`src/rtl/mc_pkg.sv`:
```
`timescale 1ns/1ps
// Shared types for the multicycle core: controller states, ALU and operand
// selects, opcode/function encodings and the per-state control bundle.
package mc_pkg;

    typedef enum logic [3:0] {
        S_FETCH, S_DECODE,
        S_EX_R, S_EX_ORI, S_EX_LW, S_EX_SW, S_BR,
        S_WB_R, S_WB_ORI, S_MEM_LW, S_WB_LW, S_MEM_SW
    } state_e;

    typedef enum logic [1:0] {ALU_ADD, ALU_SUB, ALU_OR} alu_op_e;
    typedef enum logic [1:0] {OPB_REG, OPB_ZX, OPB_SX}  opb_e;
    typedef enum logic [1:0] {PC_HOLD, PC_SEQ, PC_BR}   pcsel_e;

    localparam logic [5:0] OP_RTYPE = 6'b000000;
    localparam logic [5:0] OP_BEQ   = 6'b000100;
    localparam logic [5:0] OP_ORI   = 6'b001101;
    localparam logic [5:0] OP_LW    = 6'b100011;
    localparam logic [5:0] OP_SW    = 6'b101011;
    localparam logic [5:0] FN_SUB   = 6'b100011;

    typedef struct packed {
        logic    ir_en;     // capture instruction word
        logic    ab_en;     // capture operands A and B
        logic    s_en;      // capture ALU result
        alu_op_e alu_op;
        opb_e    opb;       // second ALU operand source
        logic    m_en;      // capture load data
        logic    rf_we;
        logic    rf_dst_rd; // 1: destination rd, 0: rt
        logic    rf_from_m; // 1: write M, 0: write S
        logic    dm_we;
        pcsel_e  pc_sel;
    } ctrl_t;

endpackage

```
`src/rtl/mc_alu.sv`:
```
`timescale 1ns/1ps
// ALU of the multicycle core: add, subtract or bitwise OR of two operands.
// Assumes the operation select is always one of the three defined codes.
module mc_alu
    import mc_pkg::*;
#(
    parameter int W = 32
) (
    input  logic [W-1:0] a,
    input  logic [W-1:0] b,
    input  alu_op_e      op,
    output logic [W-1:0] y
);

    // Select the result of the requested operation.
    always_comb begin
        unique case (op)
            ALU_SUB: y = a - b;
            ALU_OR:  y = a | b;
            default: y = a + b;
        endcase
    end

endmodule

```
`src/rtl/mc_regfile.sv`:
```
`timescale 1ns/1ps
// Register file: two combinational read ports, one write port on the rising
// edge. Entry 0 is a constant zero, so writes addressed to it are lost.
// Assumes a single writer per cycle; all live entries clear on reset.
module mc_regfile #(
    parameter int W  = 32,
    parameter int AW = 5
) (
    input  logic          clk,
    input  logic          rst_n,
    input  logic [AW-1:0] ra1,
    input  logic [AW-1:0] ra2,
    output logic [W-1:0]  rd1,
    output logic [W-1:0]  rd2,
    input  logic          we,
    input  logic [AW-1:0] wa,
    input  logic [W-1:0]  wd
);

    localparam int N = 1 << AW;

    logic [W-1:0] regs [N];

    for (genvar i = 0; i < N; i++) begin : g_reg
        if (i == 0) begin : g_zero
            assign regs[i] = '0;
        end else begin : g_live
            // Hold or update one register entry.
            always_ff @(posedge clk) begin
                if (!rst_n)
                    regs[i] <= '0;
                else if (we && wa == AW'(i))
                    regs[i] <= wd;
            end
        end
    end

    assign rd1 = regs[ra1];
    assign rd2 = regs[ra2];

endmodule

```
`src/rtl/mc_ctrl.sv`:
```
`timescale 1ns/1ps
// Hardwired controller: from the present state, opcode, function field and
// branch-equal flag, produce the next state and the register-transfer
// enables. A transfer asserted here lands on the edge that leaves the state.
// Assumes the opcode is taken from the already captured instruction word.
module mc_ctrl
    import mc_pkg::*;
(
    input  state_e     state_q,
    input  logic [5:0] opcode,
    input  logic [5:0] funct,
    input  logic       br_eq,
    output state_e     state_d,
    output ctrl_t      ctl
);

    // Next-state and control-point decode for the present state.
    always_comb begin
        state_d       = S_FETCH;
        ctl.ir_en     = 1'b0;
        ctl.ab_en     = 1'b0;
        ctl.s_en      = 1'b0;
        ctl.alu_op    = ALU_ADD;
        ctl.opb       = OPB_REG;
        ctl.m_en      = 1'b0;
        ctl.rf_we     = 1'b0;
        ctl.rf_dst_rd = 1'b0;
        ctl.rf_from_m = 1'b0;
        ctl.dm_we     = 1'b0;
        ctl.pc_sel    = PC_HOLD;
        unique case (state_q)
            S_FETCH: begin
                ctl.ir_en = 1'b1;
                state_d   = S_DECODE;
            end
            S_DECODE: begin
                ctl.ab_en = 1'b1;
                unique case (opcode)
                    OP_RTYPE: state_d = S_EX_R;
                    OP_ORI:   state_d = S_EX_ORI;
                    OP_LW:    state_d = S_EX_LW;
                    OP_SW:    state_d = S_EX_SW;
                    OP_BEQ:   state_d = S_BR;
                    default: begin
                        ctl.pc_sel = PC_SEQ;
                        state_d    = S_FETCH;
                    end
                endcase
            end
            S_EX_R: begin
                ctl.s_en   = 1'b1;
                ctl.alu_op = (funct == FN_SUB) ? ALU_SUB : ALU_ADD;
                state_d    = S_WB_R;
            end
            S_EX_ORI: begin
                ctl.s_en   = 1'b1;
                ctl.alu_op = ALU_OR;
                ctl.opb    = OPB_ZX;
                state_d    = S_WB_ORI;
            end
            S_EX_LW: begin
                ctl.s_en = 1'b1;
                ctl.opb  = OPB_SX;
                state_d  = S_MEM_LW;
            end
            S_EX_SW: begin
                ctl.s_en = 1'b1;
                ctl.opb  = OPB_SX;
                state_d  = S_MEM_SW;
            end
            S_BR: begin
                ctl.pc_sel = br_eq ? PC_BR : PC_SEQ;
            end
            S_WB_R: begin
                ctl.rf_we     = 1'b1;
                ctl.rf_dst_rd = 1'b1;
                ctl.pc_sel    = PC_SEQ;
            end
            S_WB_ORI: begin
                ctl.rf_we  = 1'b1;
                ctl.pc_sel = PC_SEQ;
            end
            S_MEM_LW: begin
                ctl.m_en = 1'b1;
                state_d  = S_WB_LW;
            end
            S_WB_LW: begin
                ctl.rf_we     = 1'b1;
                ctl.rf_from_m = 1'b1;
                ctl.pc_sel    = PC_SEQ;
            end
            S_MEM_SW: begin
                ctl.dm_we  = 1'b1;
                ctl.pc_sel = PC_SEQ;
            end
            default: state_d = S_FETCH;
        endcase
    end

endmodule

```
`src/rtl/mc_core.sv`:
```
`timescale 1ns/1ps
// Multicycle core top: PC, holding registers IR/A/B/S/M, register file,
// ALU and controller. Memories are external with same-cycle read data and
// edge-triggered write. PC changes only in each instruction's last state.
module mc_core
    import mc_pkg::*;
#(
    parameter int XLEN = 32
) (
    input  logic            clk,
    input  logic            rst_n,
    output logic [XLEN-1:0] imem_addr,
    input  logic [XLEN-1:0] imem_rdata,
    output logic [XLEN-1:0] dmem_addr,
    output logic [XLEN-1:0] dmem_wdata,
    input  logic [XLEN-1:0] dmem_rdata,
    output logic            dmem_we,
    output logic [XLEN-1:0] pc_dbg
);

    localparam int RAW  = 5;
    localparam int IMMW = 16;

    state_e          state_q, state_d;
    ctrl_t           ctl;
    logic [XLEN-1:0] pc_q, pc_d;
    logic [XLEN-1:0] ir_q, a_q, b_q, s_q, m_q;
    logic [XLEN-1:0] rf_rd1, rf_rd2, rf_wd;
    logic [XLEN-1:0] alu_b, alu_y;
    logic [XLEN-1:0] imm_zx, imm_sx;
    logic [RAW-1:0]  rf_wa;
    logic            br_eq;

    wire [5:0]      opcode = ir_q[31:26];
    wire [RAW-1:0]  f_rs   = ir_q[25:21];
    wire [RAW-1:0]  f_rt   = ir_q[20:16];
    wire [RAW-1:0]  f_rd   = ir_q[15:11];
    wire [IMMW-1:0] f_imm  = ir_q[15:0];
    wire [5:0]      funct  = ir_q[5:0];

    assign imm_zx = {{(XLEN-IMMW){1'b0}}, f_imm};
    assign imm_sx = {{(XLEN-IMMW){f_imm[IMMW-1]}}, f_imm};
    assign br_eq  = (a_q - b_q) == '0;

    mc_ctrl u_ctrl (
        .state_q (state_q),
        .opcode  (opcode),
        .funct   (funct),
        .br_eq   (br_eq),
        .state_d (state_d),
        .ctl     (ctl)
    );

    mc_regfile #(.W(XLEN), .AW(RAW)) u_rf (
        .clk   (clk),
        .rst_n (rst_n),
        .ra1   (f_rs),
        .ra2   (f_rt),
        .rd1   (rf_rd1),
        .rd2   (rf_rd2),
        .we    (ctl.rf_we),
        .wa    (rf_wa),
        .wd    (rf_wd)
    );

    mc_alu #(.W(XLEN)) u_alu (
        .a  (a_q),
        .b  (alu_b),
        .op (ctl.alu_op),
        .y  (alu_y)
    );

    // Pick the second ALU operand.
    always_comb begin
        unique case (ctl.opb)
            OPB_ZX:  alu_b = imm_zx;
            OPB_SX:  alu_b = imm_sx;
            default: alu_b = b_q;
        endcase
    end

    // Register-file write destination and data.
    assign rf_wa = ctl.rf_dst_rd ? f_rd : f_rt;
    assign rf_wd = ctl.rf_from_m ? m_q : s_q;

    // Next PC: hold, step by one word, or branch by a word offset.
    always_comb begin
        unique case (ctl.pc_sel)
            PC_SEQ:  pc_d = pc_q + XLEN'(4);
            PC_BR:   pc_d = pc_q + (imm_sx << 2);
            default: pc_d = pc_q;
        endcase
    end

    // Controller state and PC update.
    always_ff @(posedge clk) begin
        if (!rst_n) begin
            state_q <= S_FETCH;
            pc_q    <= '0;
        end else begin
            state_q <= state_d;
            pc_q    <= pc_d;
        end
    end

    // Holding registers, each loaded when its transfer is enabled.
    always_ff @(posedge clk) begin
        if (!rst_n) begin
            ir_q <= '0;
            a_q  <= '0;
            b_q  <= '0;
            s_q  <= '0;
            m_q  <= '0;
        end else begin
            if (ctl.ir_en) ir_q <= imem_rdata;
            if (ctl.ab_en) begin
                a_q <= rf_rd1;
                b_q <= rf_rd2;
            end
            if (ctl.s_en)  s_q <= alu_y;
            if (ctl.m_en)  m_q <= dmem_rdata;
        end
    end

    assign imem_addr  = pc_q;
    assign dmem_addr  = s_q;
    assign dmem_wdata = b_q;
    assign dmem_we    = ctl.dm_we;
    assign pc_dbg     = pc_q;

endmodule

```
`config.mk`:
```
export PLATFORM = sky130hd
export DESIGN_NAME = mc_core
export DESIGN_NICKNAME = d
export VERILOG_FILES = /design/src/rtl/mc_pkg.sv /design/src/rtl/mc_alu.sv /design/src/rtl/mc_regfile.sv /design/src/rtl/mc_ctrl.sv /design/src/rtl/mc_core.sv
export SDC_FILE = /design/constraint.sdc
export NUM_CORES = 2
export LEC_CHECK = 0
export BUFFER_PORTS_ARGS = -buffer_cell sky130_fd_sc_hd__buf_2
export CAP_MARGIN = 0
export CORE_ASPECT_RATIO = 0.75
export CORE_MARGIN = 4
export CORE_UTILIZATION = 40
export DETAILED_ROUTE_END_ITERATION = 8
export PLACE_DENSITY = 0.57
export SLEW_MARGIN = 5
export SYNTH_ARGS = -nofsm -noshare
export SYNTH_HDL_FRONTEND = slang
export SYNTH_SLANG_ARGS = --single-unit
```
`constraint.sdc`:
```
create_clock -name clk -period 6.5 [get_ports clk]
set_clock_uncertainty 0.2 [all_clocks]
set_input_delay 0.325 -clock clk [delete_from_list [all_inputs] [get_ports clk]]
set_output_delay 0.325 -clock clk [all_outputs]
set_load 0.01 [all_outputs]
```
==> key figures <==
Run status
  – Status: complete, but fails checks
  – Failing checks: negative setup slack

Critical path
  – CP dominant cell by count: a21o_1
  – Reg2Reg Setup Slack: -0.19 ns
  – Slowest CP cell: or4_4
  – Worst r2r src: dmem_wdata[4]$_SDFFE_PN0P_
  – CP arrival: 7.11 ns
  – Worst Setup SP: dmem_wdata[4]$_SDFFE_PN0P_
  – CP Capture Type: flip-flop
  – R2r endpoint: imem_addr[31]$_SDFFE_PN0P_
  – Setup CP Type: reg2reg
  – WP data required: 6.92 ns
  – Critical path fanouts, max: 8
  – Worst setup SP type: flip-flop
  – Crit-path max cell delay: 0.49 ns
  – Worst R2R Path Depth: 29

Pwr
  – Clock power frac: 36.4%
  – Register share of total power: about two fifths
  – Combinational power share: 24.7%
  – IR drop worst, VDD: 0.238 mV
  – Pwr per Cell Area: 279 nW/µm²
  – Switching power total: 6840 µW
  – Sw Share: about 34%
  – Leakage power: 0.0239 µW
  – Int Power: 13,400 µW

Cells and area
  – # nets final: 6,510
  – Share of layout cells above drive strength 1: between 20% and 30%
  – Area Overhead vs Synth: 16.4%
  – Ant diodes: 0
  – Fill cells: 14,400
  – Post-route design area: 72,500 µm²
  – Multi-input logic area: 37,000 µm²
  – FF+latch area: around 24,000 µm²
  – Non-filler cells, final: 8,471

Clock tree
  – H-tree Lvls: 3
  – Number of buffers created by CTS: 116
  – Clock slew at reported path FFs: about 0.08 ns
  – CTS tree: built
  – Clk root buf: clkbuf_16
  – Clk_lat worst skew: about 0.8 ns
  – Num Clock Sinks: 1,186
  – Worst-case clock buffer depth: 3

Global route
  – Global-route wire length before repair: 329,000 µm
  – GRT met2 Usage: 40.6%
  – Vias in the first global route: 49,100
  – GRT met3 Usage: 4.52%
  – Initial antenna violation count: 2
  – Global Route met1 Usage: 38.2%
  – Top Usage Layer GRT: met2
  – Largest net degree at the start of global routing: 220
  – Tot GR Track Use: 26.5%
  – Remaining Overflow, GRT: 0

Synth
  – Post-Syn Area per Cell: 9.92 µm²
  – Synth cell count leaders: nor2_1, dfxtp_1, a211oi_1, clkbuf_1, mux4_2
  – Async SR Flop Fraction: 0%
  – EDFF count, synth: 0
  – Synth area leaders: dfxtp_1, mux4_2, a211oi_1
  – Most common cell in the netlist: nor2_1
  – Synth cell types: 85
  – Mapped Area: 62,200 µm²
  – Top-area cell type share of the netlist area: about two fifths
  – Post-synth top area cell: dfxtp_1
  – Top FF cell, synth: dfxtp_1
  – Sequential-to-total area share from yosys stat: 38.1%
  – FF+latch count, synth: 1,186
  – Synth warn: 0
  – Synth Instances: 6,277

Floorplan
  – Die W: 464 µm
  – DIE AREA: 162,000 µm²
  – IO Count: 195
  – Row cnt: 125
  – Core area: 155,000 µm²
  – Initial Util: 40.2%
  – Die Height: roughly 350 µm

Placement
  – GPL Wtd Cong: 0.944
  – HPWL Detailed: 137,000 µm
  – Placed cells: 8,179
  – Cell Area, Placed: 66,700 µm²
  – PortBufs: 190

STA
  – Worst slew pin tran: around 1.3 ns
  – Final-report hold violation count: 0
  – RSZ-0062 raised after global routing: true
  – Tmin final: between 6 and 7 ns
  – Worst Slack Setup Final: -0.191 ns
  – Rel. slew slack: 13.6%
  – F_max: 149 MHz
  – Setup violators final: 7
  – Period Utilization, post-route: 103%
  – Max-slew violation count: 0

Drt
  – DR vias: 51,800
  – Via-per-instance ratio: 6.11
  – Number of remaining DRC errors: 0
  – Drt wl/cell: 26.1 µm
  – Final ANT Viol Nets: 0
  – Iter 0 DRT Violations: 5,715
  – Final wirelength: 221,000 µm
  – DR pass1 iterations: 5

Worst hold path
  – Hold Path Stages: 4
  – Hold_sp: imem_rdata[20]
  – Worst-case hold path end point: ir_q[20]$_SDFFE_PN0P_
  – Min-delay worst type: in2reg

Run
  – Total of max-cap violations: 0
layout make-up:
| class | instances | share of cell area (%) |
|---|---|---|
| Clock buffer | 153 | 4.46 |
| Timing Repair Buffer | 638 | 6.55 |
| Sequential cell | 1186 | 32.8 |
| Inverter | 74 | 0.401 |
| Tap cell | 2032 | 3.51 |
| Clock inverter | 58 | 1.18 |
| Multi-Input combinational cell | 4330 | 51.1 |
metrics by stage:
stage          util, %  total power (µW)  hold slack [ns]  setup slack, ns  TNS (ns)
2_1_floorplan        -             11200            0.236           0.0274         0
3_5_place_dp      43.1             12900            0.260           -0.575     -3.36
5_1_grt           46.8             20900            0.132           -0.411     -2.73
6_report          46.8             20200            0.124           -0.191    -0.750
3_3_place_gp      43.1             12900            0.252           -0.517     -3.02
4_1_cts           46.6             20300           0.0892          -0.0899    -0.303
logic make-up (layout without fill, tap and decap cells):
family	Yosys count	count (layout)	share of synthesized area (%)
AO/OA/AOI/OAI	1656	1656	18.7
buffers and inverters	764	923	4.83
AND/OR/NAND/NOR	1748	1748	11.5
other	1	4	0.00602
XOR/XNOR	80	80	1.13
flip-flops	1186	1186	38.1
adder cells (fa/ha/maj)	98	98	1.99
multiplexers	744	744	23.7
cell usage in the layout, fill, tap and decap left out, drive strengths merged, types with 37 or more instances in the layout:
cell type,Yosys,layout
xor2,39,39
buf,112,573
clkinv,2,38
xnor2,41,41
a21oi,298,298
nand2,222,222
dfxtp,1186,1186
a21o,39,39
nor3,37,37
inv,72,74
dlygate4sd3,0,65
nor2,1300,1300
clkbuf,578,153
ha,96,96
a22o,68,68
mux2,67,67
mux4,576,576
o21ai,86,86
mux2i,101,101
a211oi,1006,1006
critical path, delay by kind of cell (launching register included):
| kind | cells | cell delay, ns |
|---|---|---|
| xor gates and xnor gates | 2 | 0.27 |
| adders and majority gates | 3 | 0.59 |
| and+or+nand+nor | 9 | 2.53 |
| AOI/OAI and AO/OA | 9 | 1.92 |
| buffers and inverters | 6 | 0.67 |
| DFF | 1 | 0.34 |
sequential cells by signal, indices dropped and copies added, names as in the netlist:
name        count
a_q            32
dmem_wdata     32
ir_q           32
u_rf.regs     992
m_q            32
dmem_addr      32
state_q         4
imem_addr      30
repair_timing:
item                                   4_1_cts  5_1_grt
pin swaps                                   45       43
endpoints found under the hold margin       81        0
hold buffers                                65        0
gates resized for setup                     89       74
setup endpoints to repair                   14       25
buffers inserted                            13        8
how the worst max path moves through the flow:
stage | to | slack, ns
after global placement | imem_addr[28]$_SDFFE_PN0P_ | -0.52
after global routing | imem_addr[31]$_SDFFE_PN0P_ | -0.41
after floorplan | imem_addr[31]$_SDFFE_PN0P_ | 0.03
final | imem_addr[31]$_SDFFE_PN0P_ | -0.19
after detailed placement | imem_addr[28]$_SDFFE_PN0P_ | -0.58
after CTS | imem_addr[28]$_SDFFE_PN0P_ | -0.09
power by group through the flow:
stage | sequential, µW | clock [µW] | combinational (µW)
6_report | 7870 | 7360 | 4980
4_1_cts | 7870 | 7460 | 4950
5_1_grt | 7890 | 7740 | 5300
3_3_place_gp | 8030 | 0 | 4880
3_5_place_dp | 8030 | 0 | 4870
2_1_floorplan | 7690 | 0 | 3470
layer usage:
metal	vias to the layer above	share of wire, %
met5	-	0.012
met4	4	3.2
met3	362	7.6
met2	2076	44
met1	25700	45
li1	23600	-
Power figures use the tool's default switching activity.
